## src/rtl/sponge_seq_pkg.sv

```systemverilog
package sponge_seq_pkg;

    localparam int STATE_BITS = 1600;
    localparam int WORD_W     = 32;
    localparam int MIN_STR    = 128;
    localparam int STR_W      = 3;
    localparam int MODE_W     = 2;
    localparam int KIND_W     = 2;
    localparam int RATE_W     = $clog2((STATE_BITS - 2 * MIN_STR) / WORD_W + 1);

    typedef enum logic [1:0] {
        CMD_START   = 2'd0,
        CMD_PROCESS = 2'd1,
        CMD_RUN     = 2'd2,
        CMD_DONE    = 2'd3
    } cmd_e;

    typedef enum logic [1:0] {
        PH_IDLE    = 2'd0,
        PH_ABSORB  = 2'd1,
        PH_PERM    = 2'd2,
        PH_SQUEEZE = 2'd3
    } phase_e;

    typedef struct packed {
        logic [STR_W-1:0]  strength;
        logic [MODE_W-1:0] mode;
        logic              keyed;
    } cfg_t;

    function automatic logic cfg_legal(cfg_t c);
        return (c.strength <= STR_W'(4)) && (c.mode != MODE_W'(3));
    endfunction

    function automatic int unsigned strength_bits(logic [STR_W-1:0] s);
        case (s)
            3'd0:    return 128;
            3'd1:    return 224;
            3'd2:    return 256;
            3'd3:    return 384;
            default: return 512;
        endcase
    endfunction

    function automatic logic [RATE_W-1:0] rate_words(logic [STR_W-1:0] s);
        int unsigned r;
        r = (STATE_BITS - 2 * strength_bits(s)) / WORD_W;
        return RATE_W'(r);
    endfunction

    function automatic logic [KIND_W-1:0] op_kind(cfg_t c);
        case (c.mode)
            2'd0:    return 2'd0;
            2'd1:    return 2'd1;
            default: return c.keyed ? 2'd3 : 2'd2;
        endcase
    endfunction

endpackage

```

## src/rtl/sponge_cfg_reg.sv

```systemverilog
module sponge_cfg_reg
    import sponge_seq_pkg::*;
(
    input  logic clk_i,
    input  logic rst_ni,
    input  logic unlock_i,
    input  logic we_i,
    input  cfg_t cfg_i,
    output cfg_t cfg_o
);

    cfg_t cfg_d, cfg_q;

    always_comb begin
        cfg_d = cfg_q;
        if (we_i && unlock_i && cfg_legal(cfg_i)) begin
            cfg_d = cfg_i;
        end
    end

    always_ff @(posedge clk_i or negedge rst_ni) begin
        if (!rst_ni) begin
            cfg_q <= '0;
        end else begin
            cfg_q <= cfg_d;
        end
    end

    assign cfg_o = cfg_q;

    // locked outside idle
    p_cfg_lock_r6: assert property (@(posedge clk_i) disable iff (!rst_ni)
        !unlock_i |=> $stable(cfg_q));

    // no illegal encoding is ever stored
    p_cfg_legal_r7: assert property (@(posedge clk_i) disable iff (!rst_ni)
        we_i && !cfg_legal(cfg_i) |=> $stable(cfg_q));

endmodule

```

## src/rtl/sponge_perm_stub.sv

```systemverilog
module sponge_perm_stub #(
    parameter int LATENCY = 4
) (
    input  logic clk_i,
    input  logic rst_ni,
    input  logic req_i,
    output logic ack_o
);

    localparam int CNT_W = $clog2(LATENCY + 1);

    logic [CNT_W-1:0] cnt_d, cnt_q;

    always_comb begin
        cnt_d = cnt_q;
        if (req_i) begin
            cnt_d = CNT_W'(LATENCY);
        end else if (cnt_q != '0) begin
            cnt_d = cnt_q - CNT_W'(1);
        end
    end

    always_ff @(posedge clk_i or negedge rst_ni) begin
        if (!rst_ni) begin
            cnt_q <= '0;
        end else begin
            cnt_q <= cnt_d;
        end
    end

    assign ack_o = (cnt_q == CNT_W'(1));

    // a new request never overlaps one in flight
    p_no_overlap_r3: assert property (@(posedge clk_i) disable iff (!rst_ni)
        (cnt_q != '0) |-> !req_i);

endmodule

```

## src/rtl/sponge_seq_fsm.sv

```systemverilog
module sponge_seq_fsm
    import sponge_seq_pkg::*;
(
    input  logic              clk_i,
    input  logic              rst_ni,
    input  logic              cmd_valid_i,
    input  logic [1:0]        cmd_i,
    input  cfg_t              cfg_i,
    input  logic              perm_ack_i,
    output logic              perm_req_o,
    output logic              idle_o,
    output logic              absorb_o,
    output logic              squeeze_o,
    output logic              err_o,
    output logic [RATE_W-1:0] rate_o,
    output logic [KIND_W-1:0] kind_o
);

    typedef struct packed {
        phase_e              phase;
        logic                err;
        logic [RATE_W-1:0]   rate;
        logic [KIND_W-1:0]   kind;
    } seq_regs_t;

    seq_regs_t s_d, s_q;
    cmd_e      cmd;
    logic      start_acc, done_acc;

    assign cmd = cmd_e'(cmd_i);

    always_comb begin
        s_d        = s_q;
        perm_req_o = 1'b0;
        start_acc  = 1'b0;
        done_acc   = 1'b0;
        case (s_q.phase)
            PH_IDLE: begin
                if (cmd_valid_i) begin
                    if (cmd == CMD_START) begin
                        start_acc = 1'b1;
                        s_d.phase = PH_ABSORB;
                        s_d.rate  = rate_words(cfg_i.strength);
                        s_d.kind  = op_kind(cfg_i);
                    end else begin
                        s_d.err = 1'b1;
                    end
                end
            end
            PH_ABSORB: begin
                if (cmd_valid_i) begin
                    if (cmd == CMD_PROCESS) begin
                        perm_req_o = 1'b1;
                        s_d.phase  = PH_PERM;
                    end else begin
                        s_d.err = 1'b1;
                    end
                end
            end
            PH_SQUEEZE: begin
                if (cmd_valid_i) begin
                    if (cmd == CMD_RUN) begin
                        perm_req_o = 1'b1;
                        s_d.phase  = PH_PERM;
                    end else if (cmd == CMD_DONE) begin
                        done_acc  = 1'b1;
                        s_d.phase = PH_IDLE;
                        s_d.rate  = '0;
                        s_d.kind  = '0;
                    end else begin
                        s_d.err = 1'b1;
                    end
                end
            end
            default: begin
                if (cmd_valid_i) begin
                    s_d.err = 1'b1;
                end
                if (perm_ack_i) begin
                    s_d.phase = PH_SQUEEZE;
                end
            end
        endcase
    end

    always_ff @(posedge clk_i or negedge rst_ni) begin
        if (!rst_ni) begin
            s_q <= '{phase: PH_IDLE, err: 1'b0, rate: '0, kind: '0};
        end else begin
            s_q <= s_d;
        end
    end

    assign idle_o    = (s_q.phase == PH_IDLE);
    assign absorb_o  = (s_q.phase == PH_ABSORB);
    assign squeeze_o = (s_q.phase == PH_SQUEEZE);
    assign err_o     = s_q.err;
    assign rate_o    = s_q.rate;
    assign kind_o    = s_q.kind;

    p_status_onehot_r1: assert property (@(posedge clk_i) disable iff (!rst_ni)
        $onehot0({idle_o, absorb_o, squeeze_o}));

    p_start_absorb_r2: assert property (@(posedge clk_i) disable iff (!rst_ni)
        idle_o && cmd_valid_i && cmd_i == 2'd0 |=> absorb_o);

    p_process_dark_r3: assert property (@(posedge clk_i) disable iff (!rst_ni)
        absorb_o && cmd_valid_i && cmd_i == 2'd1 |=> !idle_o && !absorb_o && !squeeze_o);

    p_run_dark_r4: assert property (@(posedge clk_i) disable iff (!rst_ni)
        squeeze_o && cmd_valid_i && cmd_i == 2'd2 |=> !idle_o && !absorb_o && !squeeze_o);

    p_done_idle_r5: assert property (@(posedge clk_i) disable iff (!rst_ni)
        squeeze_o && cmd_valid_i && cmd_i == 2'd3 |=> idle_o && rate_o == '0);

    p_rate_hold_r8: assert property (@(posedge clk_i) disable iff (!rst_ni)
        !start_acc && !done_acc |=> $stable(rate_o) && $stable(kind_o));

    p_err_sticky_r10: assert property (@(posedge clk_i) disable iff (!rst_ni)
        err_o |=> err_o);

    p_illegal_hold_r10: assert property (@(posedge clk_i) disable iff (!rst_ni)
        absorb_o && cmd_valid_i && cmd_i != 2'd1 |=> absorb_o && err_o);

endmodule

```

## src/rtl/sponge_cmd_seq.sv

```systemverilog
module sponge_cmd_seq
    import sponge_seq_pkg::*;
#(
    parameter int PERM_LATENCY = 4
) (
    input  logic              clk_i,
    input  logic              rst_ni,
    input  logic              cfg_we_i,
    input  logic [STR_W-1:0]  cfg_strength_i,
    input  logic [MODE_W-1:0] cfg_mode_i,
    input  logic              cfg_keyed_i,
    input  logic              cmd_valid_i,
    input  logic [1:0]        cmd_i,
    output logic [STR_W-1:0]  cfg_strength_o,
    output logic [MODE_W-1:0] cfg_mode_o,
    output logic              cfg_keyed_o,
    output logic              idle_o,
    output logic              absorb_o,
    output logic              squeeze_o,
    output logic              err_o,
    output logic [RATE_W-1:0] rate_words_o,
    output logic [KIND_W-1:0] op_kind_o
);

    cfg_t cfg_wr, cfg_cur;
    logic perm_req, perm_ack;

    assign cfg_wr = '{strength: cfg_strength_i, mode: cfg_mode_i, keyed: cfg_keyed_i};

    sponge_cfg_reg u_cfg (
        .clk_i    (clk_i),
        .rst_ni   (rst_ni),
        .unlock_i (idle_o),
        .we_i     (cfg_we_i),
        .cfg_i    (cfg_wr),
        .cfg_o    (cfg_cur)
    );

    sponge_seq_fsm u_fsm (
        .clk_i       (clk_i),
        .rst_ni      (rst_ni),
        .cmd_valid_i (cmd_valid_i),
        .cmd_i       (cmd_i),
        .cfg_i       (cfg_cur),
        .perm_ack_i  (perm_ack),
        .perm_req_o  (perm_req),
        .idle_o      (idle_o),
        .absorb_o    (absorb_o),
        .squeeze_o   (squeeze_o),
        .err_o       (err_o),
        .rate_o      (rate_words_o),
        .kind_o      (op_kind_o)
    );

    sponge_perm_stub #(.LATENCY(PERM_LATENCY)) u_perm (
        .clk_i  (clk_i),
        .rst_ni (rst_ni),
        .req_i  (perm_req),
        .ack_o  (perm_ack)
    );

    assign cfg_strength_o = cfg_cur.strength;
    assign cfg_mode_o     = cfg_cur.mode;
    assign cfg_keyed_o    = cfg_cur.keyed;

endmodule

```

## config.mk

```make
export PLATFORM = sky130hd
export DESIGN_NAME = sponge_cmd_seq
export DESIGN_NICKNAME = d
export VERILOG_FILES = /design/src/rtl/sponge_seq_pkg.sv /design/src/rtl/sponge_cfg_reg.sv /design/src/rtl/sponge_perm_stub.sv /design/src/rtl/sponge_seq_fsm.sv /design/src/rtl/sponge_cmd_seq.sv
export SDC_FILE = /design/constraint.sdc
export NUM_CORES = 1
export LEC_CHECK = 0
export ABC_AREA = 1
export BUFFER_PORTS_ARGS = -buffer_cell sky130_fd_sc_hd__buf_2
export CAP_MARGIN = 40
export CELL_PAD_IN_SITES_DETAIL_PLACEMENT = 0
export CELL_PAD_IN_SITES_GLOBAL_PLACEMENT = 1
export CORE_UTILIZATION = 25
export DETAILED_ROUTE_END_ITERATION = 10
export GPL_TIMING_DRIVEN = 0
export PLACE_DENSITY = 0.54
export SLEW_MARGIN = 10
export SYNTH_ARGS = -nofsm -noshare
export SYNTH_HDL_FRONTEND = slang
export SYNTH_SLANG_ARGS = --single-unit
```

## constraint.sdc

```tcl
create_clock -name clk_i -period 2.5 [get_ports clk_i]
set_clock_uncertainty 0.1 [all_clocks]
set_input_delay 0.25 -clock clk_i [delete_from_list [all_inputs] [get_ports clk_i]]
set_output_delay 0.25 -clock clk_i [all_outputs]
set_load 0.01 [all_outputs]
```

Word level (Yosys, flattened, before mapping):

Cells that the tools add are included.

* logic and storage cells: 77
* flip-flop bits (word level): 20
* bits of input ports: 12
* output and inout bits: 18

* $add $sub $neg: 2
* reductions and logical operators: 14
* multiplexer cells: 30
* equality and inequality tests: 22
* $lt $le $gt $ge: 1

Operators with widths (number)
* $pmux 10 s4: 1
* $mux 10: 3
* $mux 11: 2
* $mux 8: 2
* $ne 2x2->1 const B: 8
* $pmux 8 s2: 1
* $sub 11x11->11 const A: 1
* $mux 2: 5
* $mux 1: 9
* $mux 3: 3
* $mux 9: 1
* $pmux 3 s3: 1
* $reduce_and 7->1: 1
* $eq 2x1->1 const B: 3
* $eq 2x2->1 const B: 3
* $eq 3x1->1 const B: 2
* $eq 3x2->1 const B: 2
* $logic_not 2->1: 3
* $ne 2x1->1 const B: 3
* $reduce_and 6->1: 1
* $reduce_and 5->1: 1
* $pmux 2 s2: 1
* $reduce_bool 2->1: 2
* $reduce_bool 4->1: 1
* other kinds (7): 9

Depth between registers and ports, before layout:

Gate-level depths: netlist (run 1).

* word-level depth: 9
* depth in mapped cells: 9

By module:

From an unflattened synthesis (run 1), not the netlist that was laid out.

* cell total of the unflattened synthesis: 155
* area total of the unflattened synthesis: 1127.3 um2

Modules (own cells, without submodules)
* sponge_seq_fsm: cells an instance 100, instances 1, area each 675.6 um2
* sponge_cfg_reg: cells an instance 30, instances 1, area each 257.7 um2
* sponge_perm_stub: cells an instance 25, instances 1, area each 193.9 um2

Worst setup path before layout (run 1):

Ideal clock, no wire load.

* kind: reg-to-reg
* from: reg u_cfg.cfg_q, in the netlist u_cfg.cfg_o[5]
* to: reg u_fsm.s_q, in the netlist u_fsm.rate_o[4]
* stages on the path, launching flop included: 8
* data arrival time: 1.323 ns
* clock period less this slack: 1.499 ns
* setup slack: 1.001 ns
* data required time: 2.324 ns
* library setup time: 0.076 ns
* path buffers: 0
* cells stage by stage: dfrtp_1 -> inv_1 -> nand3_1 -> ha_1 -> nand3_1 -> nand2_1 -> or2_2 -> o21ai_1

* longest elaborated chain between the ends: 9
* elaborated cells between the ends (all ways): 12
* classes of those cells: add/sub: 1; eq/ne: 3; mux: 7; reduce/logical: 1

RTL lines
* from (decl): line sponge_cfg_reg.sv:12 `cfg_t cfg_d, cfg_q;`
* from (signal assigned): line sponge_cfg_reg.sv:25 `cfg_q <= cfg_d;`
* $eq 3x2->1 (tied with other cells): line sponge_seq_pkg.sv:36 `case (s)`
* $pmux 10 s4 *: line sponge_seq_pkg.sv:36
* $mux 10 *: line sponge_seq_fsm.sv:40 `if (cmd == CMD_START) begin`
* $mux 10 *: line sponge_seq_fsm.sv:39 `if (cmd_valid_i) begin`
* $mux 10 *: line sponge_seq_fsm.sv:37 `case (s_q.phase)`
* $sub 11x11->11 *: line sponge_seq_pkg.sv:47 `r = (STATE_BITS - 2 * strength_bits(s)) / WORD_W;`
* $mux 8 *: line sponge_seq_fsm.sv:40
* $mux 11 *: line sponge_seq_fsm.sv:39
* $pmux 8 s2 *: line sponge_seq_fsm.sv:37
* to (signal assigned): line sponge_seq_fsm.sv:88 `s_q <= '{phase: PH_IDLE, err: 1'b0, rate: '0, kind: '0};`
* to (decl): line sponge_seq_fsm.sv:26 `seq_regs_t s_d, s_q;`

Every way passes the cells marked *; elsewhere a longest branch is shown, timed or not. The select of a mux whose other input is x is not followed.
A chain may end at the register's enable or synchronous reset.

Final worst setup path (run 1):

Ends and elaborated chain as after synthesis.

==> run summary, run 1 <==
first-pass GRT wire length: 3970 um
Tmin final: 1590 ps
Sw Share: 44.3%
Area contributors post-synth: dfrtp_1 40%, nand2_1 16%, inv_1 6.1%, buf_4 5.1%, nand3_1 4.7%
global-route total usage across every layer: 10.0%
combinational group share of total power: 55.8%
internal power: 957 uW
hold crit path type: in -> reg
total stage count of the critical path: 7
clk sinks: 19
slack of the worst reg-to-reg path: 910 ps
period utilization: 63.6%
power density over the cells: 1190 nW/um^2
Seq pwr share: 31.7%
Worst Setup EP: u_fsm.rate_o[4]
max_cap viols: 0
largest net degree at the start of global routing: 20
Std-Cell Rows: 24
synthesized area per cell: 7.70 sq um
crit path launch type: flip-flop
worst r2r src: u_cfg.cfg_o[5]
Clock Latency Late Sink: 250 ps
Port Buffers: 28
die area: 4990 sq um
Syn Inst Count: 153
DPL Wire Length: 1850 um
Yosys warnings: 0
Layout area overhead: 22.1%
First-pass DRT Iterations: 4
Worst path max stage delay: 380 ps
most frequent cells in the layout: 50 x nand2_1, 29 x buf_2, 19 x inv_1, 19 x dfrtp_1
WS Path Type: reg -> reg
final cell count without fillers: 238
Initial Util: 26.5%
Final ANT Viol Nets: 0
DR DRC count: 0
Critical Path, Cell by Cell: inv_1 > nand3_1 > ha_1 > nand3_1 > nand2_1 > or2_2 > o21ai_1
RSZ-0062 raised after global routing: no
TritonCTS Buffers: 3
GP Congestion: 0.747
DP Cell Count: 233
CTS tree: yes
final hold violations: 0
FMAX: 629 MHz
initial DRC count: 46
Most used DFF post-synth: dfrtp_1
Most common cell on crit path: nand3_1
number of max-slew violations in the final report: 0
TNS Setup: 0 ps
critical path peak fanout: 7
clk buf depth: 2
final wirelength: 2370 um
Yosys reg bits: 19
P_sw: 761 uW
reg2reg path depth: 7
CTS root buf: clkbuf_8
drt via density: 4.17
clock-pin slew on the worst setup and hold paths: 70 ps
synthesized area: 1180 sq um
final hold slack: 101 ps
vias in the first global route: 854
critical path arrival: 1670 ps
status: completed
ys async rst share: 100%
Core Region: 4440 sq um
Req. time, crit path: 2580 ps
cell family with most CP delay: simple AND/OR/NAND/NOR gates
most common cell after layout, fill and taps aside: nand2_1
WL per Instance: 9.96 um
ant diodes: 0
final setup violation count: 0
die width: 70.7 um
leading area contributor after synthesis: dfrtp_1
layout cell share with drive strength beyond 1: 30.1%
clock power share: 12.5%
R2R Path End: u_fsm.rate_o[4]
via count: 992
Synth cell types: 25
Worst Setup End Kind: flip-flop
maximum vdd drop: 0.427 mV
post-cts sizing count: 0
initial antenna violation count: 0
H-Tree Depth: 1
Worst Setup SP: u_cfg.cfg_o[5]
Post-synth EDFFs: 0
Post-Syn Nets: 169
grt total ovfl: 0
part of the Yosys area used for sequential elements: 40.3%
Fillers: 478
die height: 70.7 um
Buf+Inv Stages, Crit Path: 1
Layout Nets: 203
post-synth top area share: 40.3%
Leak: 0.000818 uW
IO Count: 30
slowest CP cell: dfrtp_1
## state kept, by name, summed over array words and instances, names as in the netlist
name,count
u_cfg.cfg_o,6
u_fsm.rate_o,5
u_perm.cnt_q,3
u_fsm.kind_o,2
u_fsm.s_q,2
u_fsm.err_o,1
## routing by layer
metal | global-route usage, % | vias up | wire length, um | part of all wire, %
met4 | 2.00 | 0 | 18 | 0.76
met2 | 15.6 | 17 | 1070 | 45
met1 | 13.9 | 441 | 1210 | 51
met5 | 0 | - | 0 | 0
li1 | - | 532 | - | -
met3 | 2.99 | 2 | 75 | 3.2
## through the flow
stage               instance area, sq um  utilization [%]  setup WS (ps)  total power [uW]
floorplan                           1180                -           1000              1260
global placement                    1380             31.1            950              1520
finish                              1440             32.4            910              1720
detailed placement                  1380             31.1            928              1520
global route                        1440             32.4            802              1900
CTS                                 1440             32.4            908              1750
## logic make-up after synthesis
family / share of synthesized area, %
other: 0.318
AOI/OAI and AO/OA: 11.5
and+or+nand+nor: 28.9
xor gates and xnor gates: 1.49
DFF: 40.3
buffers and inverters: 13.3
adders and majority gates: 4.25
## synthesized netlist by cell type, types with 2 or more instances
library cell and instances:
buf_4 8, nand3_1 11, nand3_2 2, dfrtp_1 19, ha_1 4, a21oi_1 3, nand2_4 2, nand2_1 50
o21ai_0 11, nor2_1 5, inv_1 19, o21ai_2 6
## worst reg2reg max path: stages (launching register included)
cell	delay [ps]
dfrtp_1	380
inv_1	170
nand3_1	130
ha_1	230
nand3_1	80
nand2_1	40
or2_2	270
o21ai_1	120
## power by group through the flow
stage / logic, uW / registers, uW / clock network (uW)
finish: 959 / 545 / 214
global route: 1090 / 563 / 245
CTS: 977 / 545 / 228
detailed placement: 971 / 550 / 0
global placement: 968 / 548 / 0
floorplan: 703 / 555 / 0
## area by class of cell
| type | instances | area, sq um | area share (%) |
|---|---|---|---|
| clock buffers | 4 | 45.0 | 3.13 |
| repair buffers | 29 | 150 | 10.4 |
| plain buffers | 10 | 76.3 | 5.30 |
| well taps | 52 | 65.1 | 4.52 |
| flip-flops and latches | 19 | 475 | 33.0 |
| multi-input cells | 104 | 547 | 38.0 |
| inverters | 20 | 80.1 | 5.57 |
## how the worst min path moves through the flow
| stage | start | endpoint | slack (ps) | cells past startpoint |
|---|---|---|---|---|
| 6_report | cfg_keyed_i | u_cfg.cfg_o[0] | 100 | 3 |
| 5_1_grt | cfg_keyed_i | u_cfg.cfg_o[0] | 100 | 3 |
| 4_1_cts | cfg_keyed_i | u_cfg.cfg_o[0] | 90 | 3 |
| 3_5_place_dp | rst_ni | u_fsm.err_o | 130 | 1 |
| 3_3_place_gp | rst_ni | u_fsm.err_o | 120 | 1 |
| 2_1_floorplan | rst_ni | u_cfg.cfg_o[0] | -150 | 0 |
## what timing repair did
item / in CTS / in global routing
hold endpoints to repair: 19 / 0
buffers inserted: 0 / 0
hold buffers: 1 / 0
No activity file was read; power rests on OpenSTA's default activity.
==> inputs of run 2 (changes only) <==
--- a/config.mk
+++ b/config.mk
@@ -5,7 +5,7 @@
 export SDC_FILE = /design/constraint.sdc
 export NUM_CORES = 1
 export LEC_CHECK = 0
-export ABC_AREA = 1
+export ABC_AREA = 0
 export BUFFER_PORTS_ARGS = -buffer_cell sky130_fd_sc_hd__buf_2
 export CAP_MARGIN = 40
 export CELL_PAD_IN_SITES_DETAIL_PLACEMENT = 0
@@ -13,7 +13,7 @@
 export CORE_UTILIZATION = 25
 export DETAILED_ROUTE_END_ITERATION = 10
 export GPL_TIMING_DRIVEN = 0
-export PLACE_DENSITY = 0.54
+export PLACE_DENSITY = 0.53
 export SLEW_MARGIN = 10
 export SYNTH_ARGS = -nofsm -noshare
 export SYNTH_HDL_FRONTEND = slang
==> constraint.sdc (replaced) <==
create_clock -name clk_i -period 1.5 [get_ports clk_i]
set_clock_uncertainty 0.1 [all_clocks]
set_input_delay 0.15 -clock clk_i [delete_from_list [all_inputs] [get_ports clk_i]]
set_output_delay 0.15 -clock clk_i [all_outputs]
set_load 0.01 [all_outputs]
==> run summary, run 2 <==
cell family with most CP delay: compound AO/OA/AOI/OAI gates
FMAX: 598 MHz
final cell area excluding filler cells: 1490 sq um
number of flip-flops under the largest register name: 6
final hold slack: 28.3 ps
post-synth top area share: 45.0%
min-delay src: cfg_keyed_i
final wirelength: 2330 um
power density over the cells: 1960 nW/um^2
period utilization: 112%
number of max-slew violations in the final report: 0
Std-Cell Rows: 23
Buf+Inv Stages, Crit Path: 2
die width: 67.0 um
layout cell share with drive strength beyond 1: 50.3%
Area contributors post-synth: dfrtp_1 45%, buf_4 5.7%, nand2_1 5.7%, ha_1 4.7%, a21oi_1 2.8%
GP Congestion: 0.701
global-route total usage across every layer: 11.0%
TritonCTS Buffers: 3
ys async rst share: 100%
clk sinks: 19
slowest CP cell: or4_4
most frequent cells after synthesis: 19 x dfrtp_1, 16 x nand2_1, 8 x buf_4, 8 x nor2_1, 6 x a21oi_1
hold crit path type: in -> reg
slack of the worst reg-to-reg path: -170 ps
count leader, synth: dfrtp_1
Port Buffers: 28
Req. time, crit path: 1580 ps
clock-pin slew on the worst setup and hold paths: 80 ps
WS Path Type: reg -> reg
Worst path max stage delay: 420 ps
Syn Inst Count: 109
Fillers: 438
crit path launch type: flip-flop
Layout area overhead: 40.8%
ant diodes: 0
Post-synth EDFFs: 0
DPL Wire Length: 1630 um
Leak: 0.000735 uW
worst r2r src: u_fsm.s_q[9]
maximum vdd drop: 0.597 mV
Post-Syn Nets: 125
Yosys warnings: 0
Initial Util: 26.2%
Multi-input gate area: 566 sq um
failing checks: setup timing
largest net degree at the start of global routing: 20
First-pass DRT Iterations: 2
CTS tree: yes
Clock Latency Late Sink: 260 ps
part of the Yosys area used for sequential elements: 45.0%
Layout Nets: 166
WL per Instance: 11.7 um
most frequent cells in the layout: 28 x buf_2, 19 x dfrtp_1, 14 x buf_4, 10 x nand2_1, 6 x nor2_1
reg2reg path depth: 5
Yosys reg bits: 19
final setup margin: -174 ps
Core Region: 4030 sq um
die height: 67.0 um
Post-Place Cell Area: 1280 sq um
Synth cell types: 36
leading area contributor after synthesis: dfrtp_1
Most used DFF post-synth: dfrtp_1
Final ANT Viol Nets: 0
vias in the first global route: 765
Critical Path, Cell by Cell: buf_6 > or4_4 > a21bo_4 > buf_8 > o31ai_4
CTS root buf: clkbuf_8
IO Count: 30
Tmin final: 1670 ps
critical path peak fanout: 6
die area: 4490 sq um
first-pass GRT wire length: 3590 um
final setup violation count: 14
endpoint of the worst hold path: u_cfg.cfg_o[0]
drt via density: 4.42
grt total ovfl: 0
initial DRC count: 22
max_cap viols: 0
synthesized area per cell: 9.70 sq um
final hold violations: 0
synthesized area: 1060 sq um
R2R Path End: u_fsm.rate_o[2]
clk buf depth: 2
total stage count of the critical path: 5
Worst Setup End Kind: flip-flop
most common cell after layout, fill and taps aside: buf_2
RSZ-0062 raised after global routing: yes
status: finished with violations
critical path arrival: 1750 ps
initial antenna violation count: 0
via count: 880
DR DRC count: 0
worst hold path depth: 2
register area: 475 sq um
H-Tree Depth: 1
## run 2: cell types whose count changed after synthesis, moves of 4 or more
cell	delta
nand2_1	-34
nand3_1	-10
nor2b_1	+4
inv_1	-14
o21ai_2	-6
o21ai_0	-7
## run 2: cell families (layout without fill, tap and decap cells)
group,Yosys count,in the layout,synth area share (%)
and+or+nand+nor,37,37,16.5
AOI/OAI and AO/OA,26,26,18.3
DFF,19,19,45.0
buffers and inverters,16,56,9.35
adders and majority gates,4,4,4.73
muxes,4,4,4.14
xor gates and xnor gates,2,2,1.66
other,1,1,0.355
## run 2: metrics by stage
| step | worst slack [ps] | power (uW) | TNS, ps | utilization, % | std cells |
|---|---|---|---|---|---|
| after floorplan | -128 | 1880 | -1070 | - | 109 |
| after global placement | -226 | 2270 | -2670 | 31.8 | 187 |
| after detailed placement | -241 | 2290 | -2910 | 31.8 | 187 |
| after CTS | -186 | 2710 | -1470 | 33.6 | 192 |
| after global routing | -236 | 3170 | -2460 | 37.0 | 199 |
| final | -174 | 2920 | -1630 | 37.0 | 199 |
## run 2: power by group
part	internal [uW]	switching, uW
clock	185	190
sequential	752	205
combinational	863	720
total	1800	1120
## run 2: layout make-up
class / instances / share of cell area [%]
timing repair buffer: 36 / 15.0
buffer: 11 / 6.30
sequential: 19 / 31.9
tap: 50 / 4.20
clock inverter: 1 / 0.336
multi-input combinational: 74 / 38.0
inverter: 5 / 1.43
clock buffer: 3 / 2.77
## run 2: metal layers
metal | vias to the layer above | global-route usage (%) | share of wire (%) | routed length, um
met5 | - | 0 | 0 | 0
met4 | 0 | 5.59 | 1.3 | 31
met3 | 4 | 2.05 | 3.5 | 81
met2 | 18 | 17.3 | 48 | 1120
met1 | 414 | 14.1 | 47 | 1090
li1 | 444 | - | - | -
## run 2: worst max-delay path by stage
| stage | from | to | slack [ps] |
|---|---|---|---|
| after floorplan | u_fsm.s_q[9] | u_fsm.rate_o[2] | -130 |
| after global placement | u_fsm.s_q[10] | u_cfg.cfg_o[2] | -230 |
| after detailed placement | u_fsm.s_q[10] | u_cfg.cfg_o[1] | -240 |
| after CTS | u_fsm.s_q[9] | u_fsm.kind_o[0] | -190 |
| after global routing | u_fsm.s_q[9] | u_fsm.rate_o[5] | -240 |
| final | u_fsm.s_q[9] | u_fsm.rate_o[2] | -170 |
## run 2: repair_timing
item | 4_1_cts | 5_1_grt
setup buffers | 0 | 6
pin swaps | 1 | 6
endpoints found under the setup margin | 19 | 17
gates resized for setup | 8 | 18
cloned | 0 | 1
hold buffers | 1 | 0
hold endpoints to repair | 19 | 0
==> inputs of run 3 (changes only) <==
--- a/config.mk
+++ b/config.mk
@@ -10,6 +10,7 @@
 export CAP_MARGIN = 40
 export CELL_PAD_IN_SITES_DETAIL_PLACEMENT = 0
 export CELL_PAD_IN_SITES_GLOBAL_PLACEMENT = 1
+export CORE_ASPECT_RATIO = 0.6
 export CORE_UTILIZATION = 25
 export DETAILED_ROUTE_END_ITERATION = 10
 export GPL_TIMING_DRIVEN = 0
==> constraint.sdc (replaced) <==
create_clock -name clk_i -period 2 [get_ports clk_i]
set_clock_uncertainty 0.1 [all_clocks]
set_input_delay 0.2 -clock clk_i [delete_from_list [all_inputs] [get_ports clk_i]]
set_output_delay 0.2 -clock clk_i [all_outputs]
set_load 0.01 [all_outputs]
==> run summary, run 3 (synthesis results as in run 2) <==
status: completed
IO Count: 30
critical path peak fanout: 10
drt via density: 4.12
RSZ-0062 raised after global routing: no
Sw Share: 38.9%
Std-Cell Rows: 17
FMAX: 568 MHz
grt total ovfl: 0
GP Congestion: 0.738
clock power share: 13.9%
critical path arrival: 1800 ps
DPL Wire Length: 1750 um
most frequent cells in the layout: 29 x buf_2, 19 x dfrtp_1, 16 x nand2_1, 8 x nor2_1, 8 x buf_4
most common cell after layout, fill and taps aside: buf_2
first-pass GRT wire length: 3670 um
DR DRC count: 0
maximum vdd drop: 0.449 mV
Initial Util: 27.5%
CTS root buf: clkbuf_8
slack of the worst reg-to-reg path: 240 ps
Critical Path, Cell by Cell: buf_2 > or4_4 > a21bo_2 > buf_6 > nand2_2 > o31ai_4
TritonCTS Buffers: 3
Post-CTS Setup Repair Bufs: 0
Worst path max stage delay: 440 ps
Multi-input gate area: 483 sq um
TNS Setup: 0 ps
final hold violations: 0
layout cell share with drive strength beyond 1: 35.2%
Req. time, crit path: 2040 ps
WS Path Type: reg -> reg
final setup violation count: 0
Final ANT Viol Nets: 0
internal power: 1180 uW
Worst Setup End Kind: flip-flop
Core Region: 3850 sq um
clk sinks: 19
via count: 819
ant diodes: 0
max_cap viols: 0
final hold slack: 51.9 ps
Port Buffers: 28
combinational group share of total power: 49.7%
clk buf depth: 2
number of max-slew violations in the final report: 0
period utilization: 88.0%
slowest CP cell: or4_4
P_sw: 753 uW
number of flip-flops under the largest register name: 6
die area: 4500 sq um
CTS tree: yes
global-route total usage across every layer: 11.0%
Leak: 0.000661 uW
die width: 86.0 um
Layout area overhead: 25.3%
initial antenna violation count: 0
largest net degree at the start of global routing: 20
First-pass DRT Iterations: 2
register area: 475 sq um
Layout Nets: 159
Seq pwr share: 36.4%
H-Tree Depth: 1
initial DRC count: 23
hold crit path type: in -> reg
vias in the first global route: 770
power density over the cells: 1460 nW/um^2
die height: 52.4 um
Fillers: 417
Buf+Inv Stages, Crit Path: 2
Tmin final: 1760 ps
clock-pin slew on the worst setup and hold paths: 70 ps
Clock Latency Late Sink: 250 ps
final wirelength: 2250 um
cell family with most CP delay: simple AND/OR/NAND/NOR gates
WL per Instance: 11.3 um
crit path launch type: flip-flop
## run 3: changes by cell type in the layout (fill, tap and decap cells not counted), moves of 2 or more
cell       delta
mux2_4        -2
buf_4         -6
a2bb2oi_1     +2
nand2_2       -4
nor2_1        +2
a2bb2oi_2     -2
nand2_4       -2
mux2_1        +2
nand2_1       +6
## run 3: timing repair
item                                   in CTS  in global routing
setup endpoints to repair                   0                  1
gates resized for setup                     0                  2
hold buffers                                1                  0
endpoints found under the hold margin      19                  0
## run 3: area by class of cell
class,instances,area share (%)
plain buffers,11,6.14
clock buffers,4,3.40
inverters,5,1.42
multi-input cells,74,36.4
flip-flops and latches,19,35.9
well taps,57,5.38
repair buffers,29,11.3
## run 3: per-layer routing
| metal | wire length, um | track usage [%] | vias up |
|---|---|---|---|
| li1 | - | - | 427 |
| met1 | 1210 | 16.2 | 370 |
| met2 | 920 | 15.3 | 20 |
| met3 | 102 | 3.78 | 2 |
| met4 | 14 | 1.67 | 0 |
| met5 | 0 | 0 | - |
## run 3: through the flow
stage | power, uW | std cells | util [%] | setup slack (ps) | instance area (sq um)
floorplan | 1380 | 109 | - | 353 | 1060
global placement | 1680 | 194 | 33.0 | 257 | 1270
detailed placement | 1690 | 194 | 33.0 | 224 | 1270
CTS | 1970 | 199 | 34.4 | 104 | 1320
global route | 2120 | 199 | 34.4 | 153 | 1330
finish | 1940 | 199 | 34.4 | 239 | 1330
## run 3: path summary, 6_finish.rpt
path                                   start              end  cells after the start
worst max-delay path            u_fsm.s_q[9]  u_fsm.rate_o[2]                      6
worst min-delay path             cfg_keyed_i   u_cfg.cfg_o[0]                      2
worst max register to register  u_fsm.s_q[9]  u_fsm.rate_o[2]                      6
worst min register to register   u_fsm.err_o      u_fsm.err_o                      1
max in group asynchronous             rst_ni     u_fsm.s_q[9]                      2
min in group asynchronous             rst_ni  u_fsm.rate_o[2]                      2
## run 3: worst register-to-register path, stage by stage (launching register included)
cell	delay (ps)
dfrtp_1	350
buf_2	170
or4_4	440
a21bo_2	270
buf_6	160
nand2_2	80
o31ai_4	60
## run 3: power groups by stage
stage	Combinational [uW]	Sequential (uW)	Clock, uW
4_1_cts	979	709	281
5_1_grt	1080	739	296
3_3_place_gp	971	710	0
6_report	963	705	269
3_5_place_dp	973	716	0
2_1_floorplan	670	712	0
